## src/rtl/asid_tlb_pkg.sv

```systemverilog
package asid_tlb_pkg;
  // Strobes from control to datapath for one clock edge
  typedef struct packed {
    logic clrAll;   // drop every entry
    logic clrAsid;  // drop entries of one identifier
    logic wrEn;     // install fill at wrIdx
    logic touchEn;  // make touchIdx most recent
  } tlbStrobe_t;
endpackage

```

## src/rtl/asid_tlb_store.sv

```systemverilog
module asid_tlb_store
  import asid_tlb_pkg::*;
#(
  parameter int ENTRIES = 16,
  parameter int VPN_W   = 20,
  parameter int PFN_W   = 16,
  parameter int ASID_W  = 8,
  parameter int IDX_W   = $clog2(ENTRIES)
) (
  input  logic                     clk,
  input  logic                     rstN,
  input  tlbStrobe_t               strb,
  input  logic [IDX_W-1:0]         wrIdx,
  input  logic [IDX_W-1:0]         touchIdx,
  input  logic [IDX_W-1:0]         rdIdx,
  input  logic [VPN_W-1:0]         fillVpn,
  input  logic [ASID_W-1:0]        fillAsid,
  input  logic [PFN_W-1:0]         fillPfn,
  input  logic                     fillReadOnly,
  input  logic [ASID_W-1:0]        flushAsid,
  input  logic [VPN_W-1:0]         lkVpn,
  input  logic [ASID_W-1:0]        lkAsid,
  output logic [ENTRIES-1:0]       matchVec,
  output logic [ENTRIES-1:0]       fillMatchVec,
  output logic [ENTRIES-1:0]       validVec,
  output logic [ENTRIES-1:0]       roVec,
  output logic [ENTRIES*IDX_W-1:0] ageFlat,
  output logic [PFN_W-1:0]         rdPfn
);
  logic [VPN_W-1:0]  entVpn  [ENTRIES];
  logic [ASID_W-1:0] entAsid [ENTRIES];
  logic [PFN_W-1:0]  entPfn  [ENTRIES];
  logic [IDX_W-1:0]  entAge  [ENTRIES];
  logic [IDX_W-1:0]  touchAge;

  assign touchAge = entAge[touchIdx];
  assign rdPfn    = entPfn[rdIdx];

  for (genvar g = 0; g < ENTRIES; g++) begin : gEnt
    assign matchVec[g]     = validVec[g] && entVpn[g] == lkVpn && entAsid[g] == lkAsid;
    assign fillMatchVec[g] = validVec[g] && entVpn[g] == fillVpn && entAsid[g] == fillAsid;
    assign ageFlat[g*IDX_W +: IDX_W] = entAge[g];

    always_ff @(posedge clk) begin
      if (!rstN) begin
        validVec[g] <= 1'b0;
        roVec[g]    <= 1'b0;
        entVpn[g]   <= '0;
        entAsid[g]  <= '0;
        entPfn[g]   <= '0;
        entAge[g]   <= IDX_W'(g);
      end else begin
        if (strb.clrAll) begin
          validVec[g] <= 1'b0;
        end else if (strb.clrAsid && entAsid[g] == flushAsid) begin
          validVec[g] <= 1'b0;
        end else if (strb.wrEn && wrIdx == IDX_W'(g)) begin
          validVec[g] <= 1'b1;
          roVec[g]    <= fillReadOnly;
          entVpn[g]   <= fillVpn;
          entAsid[g]  <= fillAsid;
          entPfn[g]   <= fillPfn;
        end
        // Ages stay a permutation: the touched entry becomes 0,
        // younger entries age by one
        if (strb.touchEn) begin
          if (touchIdx == IDX_W'(g)) entAge[g] <= '0;
          else if (entAge[g] < touchAge) entAge[g] <= entAge[g] + 1'b1;
        end
      end
    end
  end
endmodule

```

## src/rtl/asid_tlb_ctrl.sv

```systemverilog
module asid_tlb_ctrl
  import asid_tlb_pkg::*;
#(
  parameter int ENTRIES = 16,
  parameter int IDX_W   = $clog2(ENTRIES)
) (
  input  logic                     lkValid,
  input  logic                     lkWrite,
  input  logic [ENTRIES-1:0]       matchVec,
  input  logic [ENTRIES-1:0]       fillMatchVec,
  input  logic [ENTRIES-1:0]       validVec,
  input  logic [ENTRIES-1:0]       roVec,
  input  logic [ENTRIES*IDX_W-1:0] ageFlat,
  input  logic                     fillValid,
  input  logic                     flushAll,
  input  logic                     flushAsidValid,
  output tlbStrobe_t               strb,
  output logic [IDX_W-1:0]         hitIdx,
  output logic [IDX_W-1:0]         wrIdx,
  output logic [IDX_W-1:0]         touchIdx,
  output logic                     lkHit,
  output logic                     lkFault
);
  localparam logic [IDX_W-1:0] OLDEST = IDX_W'(ENTRIES - 1);

  logic [IDX_W-1:0] dupIdx, freeIdx, lruIdx;
  logic             anyMatch, hitRo;

  // Lowest set bit wins in each encoder
  always_comb begin
    hitIdx  = '0;
    dupIdx  = '0;
    freeIdx = '0;
    lruIdx  = '0;
    for (int i = ENTRIES - 1; i >= 0; i--) begin
      if (matchVec[i])     hitIdx  = IDX_W'(i);
      if (fillMatchVec[i]) dupIdx  = IDX_W'(i);
      if (!validVec[i])    freeIdx = IDX_W'(i);
      if (ageFlat[i*IDX_W +: IDX_W] == OLDEST) lruIdx = IDX_W'(i);
    end
  end

  assign anyMatch = lkValid && (|matchVec);
  assign hitRo    = roVec[hitIdx];
  assign lkFault  = anyMatch && lkWrite && hitRo;
  assign lkHit    = anyMatch && !(lkWrite && hitRo);

  always_comb begin
    if (|fillMatchVec)     wrIdx = dupIdx;
    else if (!(&validVec)) wrIdx = freeIdx;
    else                   wrIdx = lruIdx;
  end

  assign strb.clrAll  = flushAll;
  assign strb.clrAsid = !flushAll && flushAsidValid;
  assign strb.wrEn    = fillValid && !flushAll && !flushAsidValid;
  assign strb.touchEn = strb.wrEn || lkHit;
  assign touchIdx     = strb.wrEn ? wrIdx : hitIdx;
endmodule

```

## src/rtl/asid_tlb.sv

```systemverilog
module asid_tlb
  import asid_tlb_pkg::*;
#(
  parameter int ENTRIES = 16,
  parameter int VPN_W   = 20,
  parameter int PFN_W   = 16,
  parameter int ASID_W  = 8,
  parameter int OFF_W   = 12
) (
  input  logic                   clk,
  input  logic                   rstN,
  input  logic                   lkValid,
  input  logic [VPN_W-1:0]       lkVpn,
  input  logic [ASID_W-1:0]      lkAsid,
  input  logic                   lkWrite,
  input  logic [OFF_W-1:0]       lkOffset,
  output logic                   lkHit,
  output logic                   lkFault,
  output logic [PFN_W-1:0]       lkPfn,
  output logic [PFN_W+OFF_W-1:0] lkPaddr,
  input  logic                   fillValid,
  input  logic [VPN_W-1:0]       fillVpn,
  input  logic [ASID_W-1:0]      fillAsid,
  input  logic [PFN_W-1:0]       fillPfn,
  input  logic                   fillReadOnly,
  input  logic                   flushAll,
  input  logic                   flushAsidValid,
  input  logic [ASID_W-1:0]      flushAsid
);
  localparam int IDX_W = $clog2(ENTRIES);

  tlbStrobe_t               strb;
  logic [IDX_W-1:0]         hitIdx, wrIdx, touchIdx;
  logic [ENTRIES-1:0]       matchVec, fillMatchVec, validVec, roVec;
  logic [ENTRIES*IDX_W-1:0] ageFlat;
  logic [PFN_W-1:0]         rdPfn;

  asid_tlb_store #(
    .ENTRIES(ENTRIES), .VPN_W(VPN_W), .PFN_W(PFN_W), .ASID_W(ASID_W), .IDX_W(IDX_W)
  ) u_store (
    .clk(clk), .rstN(rstN), .strb(strb), .wrIdx(wrIdx), .touchIdx(touchIdx),
    .rdIdx(hitIdx), .fillVpn(fillVpn), .fillAsid(fillAsid), .fillPfn(fillPfn),
    .fillReadOnly(fillReadOnly), .flushAsid(flushAsid), .lkVpn(lkVpn),
    .lkAsid(lkAsid), .matchVec(matchVec), .fillMatchVec(fillMatchVec),
    .validVec(validVec), .roVec(roVec), .ageFlat(ageFlat), .rdPfn(rdPfn)
  );

  asid_tlb_ctrl #(.ENTRIES(ENTRIES), .IDX_W(IDX_W)) u_ctrl (
    .lkValid(lkValid), .lkWrite(lkWrite), .matchVec(matchVec),
    .fillMatchVec(fillMatchVec), .validVec(validVec), .roVec(roVec),
    .ageFlat(ageFlat), .fillValid(fillValid), .flushAll(flushAll),
    .flushAsidValid(flushAsidValid), .strb(strb), .hitIdx(hitIdx),
    .wrIdx(wrIdx), .touchIdx(touchIdx), .lkHit(lkHit), .lkFault(lkFault)
  );

  assign lkPfn   = lkHit ? rdPfn : '0;
  assign lkPaddr = lkHit ? {rdPfn, lkOffset} : '0;
endmodule

```

## config.mk

```make
export PLATFORM = sky130hd
export DESIGN_NAME = asid_tlb
export DESIGN_NICKNAME = d
export VERILOG_FILES = /design/src/rtl/asid_tlb_pkg.sv /design/src/rtl/asid_tlb_store.sv /design/src/rtl/asid_tlb_ctrl.sv /design/src/rtl/asid_tlb.sv
export SDC_FILE = /design/constraint.sdc
export NUM_CORES = 2
export LEC_CHECK = 0
export BUFFER_PORTS_ARGS = -buffer_cell sky130_fd_sc_hd__buf_2
export CAP_MARGIN = 10
export CELL_PAD_IN_SITES_DETAIL_PLACEMENT = 0
export CELL_PAD_IN_SITES_GLOBAL_PLACEMENT = 1
export CORE_MARGIN = 2
export CORE_UTILIZATION = 45
export CTS_CLUSTER_SIZE = 40
export DETAILED_ROUTE_END_ITERATION = 7
export GPL_TIMING_DRIVEN = 0
export HOLD_SLACK_MARGIN = 0.1
export PLACE_DENSITY_LB_ADDON = 0.3
export RECOVER_POWER = 50
export SLEW_MARGIN = 15
export SYNTH_ARGS = -nofsm -noshare
export SYNTH_HDL_FRONTEND = slang
export SYNTH_SLANG_ARGS = --single-unit
export TNS_END_PERCENT = 5
```

## constraint.sdc

```tcl
create_clock -name clk -period 9.7 [get_ports clk]
set_clock_uncertainty 0.2 [all_clocks]
set_input_delay 1.94 -clock clk [delete_from_list [all_inputs] [get_ports clk]]
set_output_delay 1.94 -clock clk [all_outputs]
set_load 0.01 [all_outputs]
```

* Word-level counts from Yosys, hierarchy flattened
Memories as Yosys holds them, arrays and structs flattened.
Cells that the tools add are included.
** Word-level totals
- Register bits :: 32
- RAM bits :: 768
- Bits of input ports :: 100
- Memories kept :: 4
** Memories
- u_store.entVpn :: words 16, bits a word 20, rd ports 16, clocked after memory_dff 0, write ports 16, line asid_tlb_store.sv:30 : logic [VPN_W-1:0] entVpn [ENTRIES];
- u_store.entPfn :: words 16, bits a word 16, rd ports 1, clocked after memory_dff 0, write ports 16, line asid_tlb_store.sv:32 : logic [PFN_W-1:0] entPfn [ENTRIES];
- u_store.entAsid :: words 16, bits a word 8, rd ports 16, clocked after memory_dff 0, write ports 16, line asid_tlb_store.sv:31 : logic [ASID_W-1:0] entAsid [ENTRIES];
- u_store.entAge :: words 16, bits a word 4, rd ports 17, clocked after memory_dff 0, write ports 16, line asid_tlb_store.sv:33 : logic [IDX_W-1:0] entAge [ENTRIES];
** Cells by class
- Add/subtract/negate cells :: 16
- Order comparisons :: 17
- Eq/ne operators :: 126
- Multiplexer cells :: 376
- Bitwise gates (word level) :: 98
- Reductions and logical operators :: 145
** Operators by type and width (number)
- $eq 20x20->1 :: 32
- $mux 4 :: 99
- $eq 8x8->1 :: 48
- $mux 20 :: 16
- $mux 16 :: 17
- $mux 1 :: 226
- $eq 4x4->1 const B :: 32
- $mux 8 :: 16
- $logic_and 1x1->1 :: 104
- $or 1x1->1 :: 80
- $add 4x1->4 const B :: 16
- $lt 4x4->1 :: 16
- $reduce_and 3->1 :: 16
- $reduce_or 3->1 :: 16
- $eq 4x3->1 const B :: 8
- $reduce_or 16->1 :: 2
- $mux 28 :: 1
- $not 1->1 :: 18
- $eq 4x2->1 const B :: 4
- $reduce_and 16->1 :: 1
- $eq 4x1->1 const B :: 2
- $logic_not 4->1 :: 2
- $lt 4x5->1 const B :: 1
- $bmux 1 s4 :: 1
- other kinds (2) :: 4

* Longest topological paths before layout
- Depth in word-level cells :: 30
- Mapped depth :: 26
- Gate-level depth less buffers :: 21

* Hierarchy
Synthesis repeated with hierarchy kept, for this count alone.
** Unflattened totals
- Cell total of the unflattened synthesis :: 4224
- Area, all modules :: 49012.0 µm²
** By module, submodules not included
- asid_tlb_store :: instances 1, cells each 3983, area an instance 47510.6 µm², sequential area each 23702.7 µm²
- asid_tlb_ctrl :: instances 1, cells each 195, area an instance 1156.1 µm², sequential area each 0.0 µm²
- asid_tlb :: instances 1, cells each 46, area an instance 345.3 µm², sequential area each 0.0 µm²

* Worst setup path after synthesis
OpenSTA, ideal clock, no wires.
- Kind :: in2reg
- Start :: input lkAsid[7]
- End :: memory u_store.entAge[15][0] in the netlist's numbering (enable)
- Arrival :: 7.552 ns
- Path slack :: 1.643 ns
- Stages :: 19
- Path through :: clkbuf_1 > xnor2_1 > nand4_1 > or4_1 > o311ai_1 > a2111oi_0 > o31ai_1 > a21oi_2 > a21oi_1 > clkbuf_1 > mux2_2 > o211ai_1 > o21ai_0 > o21ai_0 > ha_1 > a2111oi_0 > nand2b_1 > o311ai_1 > a21bo_1
** RTL lines
- from (decl) :: line asid_tlb.sv:14 : input logic [ASID_W-1:0] lkAsid,
- to (decl) :: line asid_tlb_store.sv:33

==> flow_summary.toml <==
[power_and_ir_drop]
powerDensity_nw_per_um2 = 156
power_uw = 8950
ir_drop_v = 0.000123
leakagePower_uw = 0.0201

[setup_path]
startpoint = "fillVpn[6]"
cp-start-kind = "input port"
cp.required_ns = 9.85
slowest_delay_ns = 0.68
worstReg2RegStart = "u_store.entAsid[14][3]$_SDFFCE_PN0P_"
reg2reg_depth = 19
critPathMaxFanout = 10
crit_type = "input port to flop"
worst_setup_path_end_kind = "flop"
cp_slowest_cell = "buf_2"
cp.arrival_ns = 10.06
ff2ff_setup_slack_ns = 1.73
r2r-end = "u_store.entAge[1][3]$_SDFFCE_PN0P_"
crit_top_cell = "buf_2"
crit_end = "u_store.entAge[1][3]$_SDFFCE_PN0P_"
crit_chain = "buf_2 > buf_2 > buf_2 > xnor2_1 > nand3_1 > nor4_1 > and2_0 > o211ai_1 > a311oi_2 > o221ai_2 > a21oi_1 > clkbuf_2 > mux2_2 > o21ai_0 > o21ai_0 > o21ai_2 > buf_6 > ha_1 > a2111oi_0 > a31oi_1 > a31oi_1"

[placement]
portBuffers = 81
dpl_cell_area_sq_um = 53900
gp_congestion = 1.07
hpwl_um = 176000

[timing]
clock.fmax_ghz = 0.101
rsz0062_at_grt = "yes"
max_slew_margin_pct = -75.7
final-setup-viol-count = 57
final_max_slew_viol_count = 487
hold_viol = 0
setup_tns_ns = -4.97
worst_slack_ns = -0.216
period_share_pct = 102
tightest_slew_ns = 2.63
fin_crit_ns = 9.92

[yosys]
netlist_instances = 4936
syn-cell-area_sq_um = 51300
netlist_top_cells_area = "edfxtp_1 45%, xnor2_1 13%, and2_1 8.4%"
ys.flop_type = "edfxtp_1"
syn-num-nets = 5100
syn_avg_cell_area_sq_um = 10.4
async_flop_share_pct = 0
yosys_warnings = 0
ys_seq_elements = 800
synth_top_area_share_pct = 45.0
synth_edf_count = 768
yosysTopAreaCell = "edfxtp_1"
yosysUniqueCellTypes = 93
ys_seq_area_share_pct = 46.2

[cells_and_area]
drive_gt1_share_pct = 10.3
ff_latch_area_sq_um = 23700
multi_input_area_sq_um = 25900
syn2layout_area_growth_pct = 11.7
fillers = 10300
fin_nets = 5291
final_area_sq_um = 57200
fin_util_pct = 50.8

[clocking]
worstSkewPairLatency_ns = 0.71
numCtsBuffers = 92
max-clock-path-buffers = 3
cts.htree.levels = 3
cts.sinks = 800
clk_pin_slew_ns = 0.06
cts_root_buffer = "clkbuf_16"
cts_tree = "built"

[grt]
grt_use_total_pct = 41.7
gr-total-overflow = 0
antenna_found_initial = 28
met1_usage_pct = 53.9
top_usage_layer = "met2"
gr-usage-met3_pct = 14.5
grt_pass1_wl_um = 333000
grt_max_degree = 45
grt_pass1_vias = 40700
grt_use_met2_pct = 60.0

[detailed_routing]
first_pass_iters = 7
vias_per_cell = 6.49
drc_errors = 0
drtIter0Drc = 7651
ant_nets = 0
wire_per_inst_um = 37.0
drt-total-wl_um = 249000
num_vias = 43600

[floorplan]
die_w_um = 341
start_util_pct = 45.4
io_pins = 146
rows = 123
die-area_sq_um = 117000
die_h_um = 341
core_area_sq_um = 113000

[status]
violations = "capacitance limit, slew limit, setup timing"
status = "complete, but fails checks"

[min_path]
hold_path.class = "flop to flop"

[run]
maxCapViolations = 13
[cells in the mapped netlist, types with 96 or more instances]
library cell and instances:
xnor2_1 772, edfxtp_1 768, and2_1 686, nand2_1 366
nand4_1 285, xor2_1 277, clkbuf_1 198, nand3_1 190
nor4_1 151, o21ai_0 128, buf_2 123, nor2_1 117
nor3_1 96
[kinds of logic after synthesis]
| family | synth area share, % |
|---|---|
| mux | 2.53 |
| buf+inv | 3.58 |
| fa+ha+maj | 1.56 |
| xor+xnor | 17.9 |
| flops | 46.2 |
| compound gates | 5.20 |
| simple gates | 23.0 |
[layer usage]
metal / routed length (um) / share of wire, % / up-vias
li1: - / - / 18000
met1: 94400 / 38 / 21300
met2: 102000 / 41 / 3355
met3: 33100 / 13 / 926
met4: 18700 / 7.5 / 6
met5: 173 / 0.070 / -
[report_power, final]
group	internal, uW	switching, uW
combinational	355	866
clock	2180	1530
sequential	3900	118
total	6440	2520
[cell type report]
type	instances	area share, %
plain buffers	364	3.21
diodes	17	0.0743
repair buffers	97	0.992
inverters	54	0.354
flip-flops and latches	800	41.4
well taps	1500	3.28
clock buffers	114	4.26
clock inverters	55	1.18
multi-input cells	3718	45.3
[worst max-delay path, delay by kind of cell]
kind,cells,cell delay (ns)
AOI/OAI and AO/OA,10,3.67
and+or+nand+nor,3,1.25
xor gates and xnor gates,1,0.25
buffers and inverters,5,2.26
muxes,1,0.39
adders and majority gates,1,0.25
[registers in the layout, summed over array words and instances (netlist names)]
name and cells:
u_store.entVpn 320, u_store.entPfn 256, u_store.entAge 64, u_store.roVec 16
u_store.entAsid 128, u_store.validVec 16
[how the worst min path moves through the flow]
stage | start | to | slack, ns | cells after the start
3_3_place_gp | u_store.roVec[5]$_SDFFE_PN0P_ | u_store.roVec[5]$_SDFFE_PN0P_ | 0.28 | 1
2_1_floorplan | u_store.roVec[4]$_SDFFE_PN0P_ | u_store.roVec[4]$_SDFFE_PN0P_ | 0.26 | 1
4_1_cts | u_store.roVec[5]$_SDFFE_PN0P_ | u_store.roVec[5]$_SDFFE_PN0P_ | 0.30 | 1
3_5_place_dp | u_store.roVec[5]$_SDFFE_PN0P_ | u_store.roVec[5]$_SDFFE_PN0P_ | 0.28 | 1
5_1_grt | u_store.roVec[3]$_SDFFE_PN0P_ | u_store.roVec[3]$_SDFFE_PN0P_ | 0.32 | 1
6_report | u_store.roVec[9]$_SDFFE_PN0P_ | u_store.roVec[9]$_SDFFE_PN0P_ | 0.30 | 1
[metrics by stage]
step | hold WS, ns | setup WS [ns] | cells
floorplan | 0.264 | 1.64 | 4936
global placement | 0.275 | -2.89 | 6517
detailed placement | 0.284 | -1.65 | 6531
CTS | 0.297 | -0.00536 | 6702
global route | 0.316 | -0.106 | 6703
finish | 0.300 | -0.216 | 6719
[cells in the final DEF (no fill, tap or decap), types with 20 or more instances in the layout]
cell / instances
xor2_1: 277
o21ai_0: 126
clkbuf_1: 177
a31oi_1: 38
nand4_1: 285
ha_1: 64
dfxtp_1: 32
nor2_1: 116
nand2_1: 363
mux2i_1: 72
inv_1: 51
and2_1: 586
nor3_1: 96
edfxtp_1: 768
and2_0: 100
or4_1: 21
nand3_1: 189
xnor2_1: 772
a21oi_1: 42
a211oi_1: 20
nand2b_1: 49
buf_2: 168
clkbuf_16: 93
nor4_1: 143
mux2_2: 45
buf_4: 58
clkbuf_2: 44
[what timing repair did]
action	4_1_cts	5_1_grt
endpoints found under the setup margin	74	106
pin swaps	1	0
resized for setup	58	35
buffers inserted	2	0
endpoints found under the hold margin	0	0
hold buffers	0	0
Note: power is estimated with default switching activity, not from simulation.
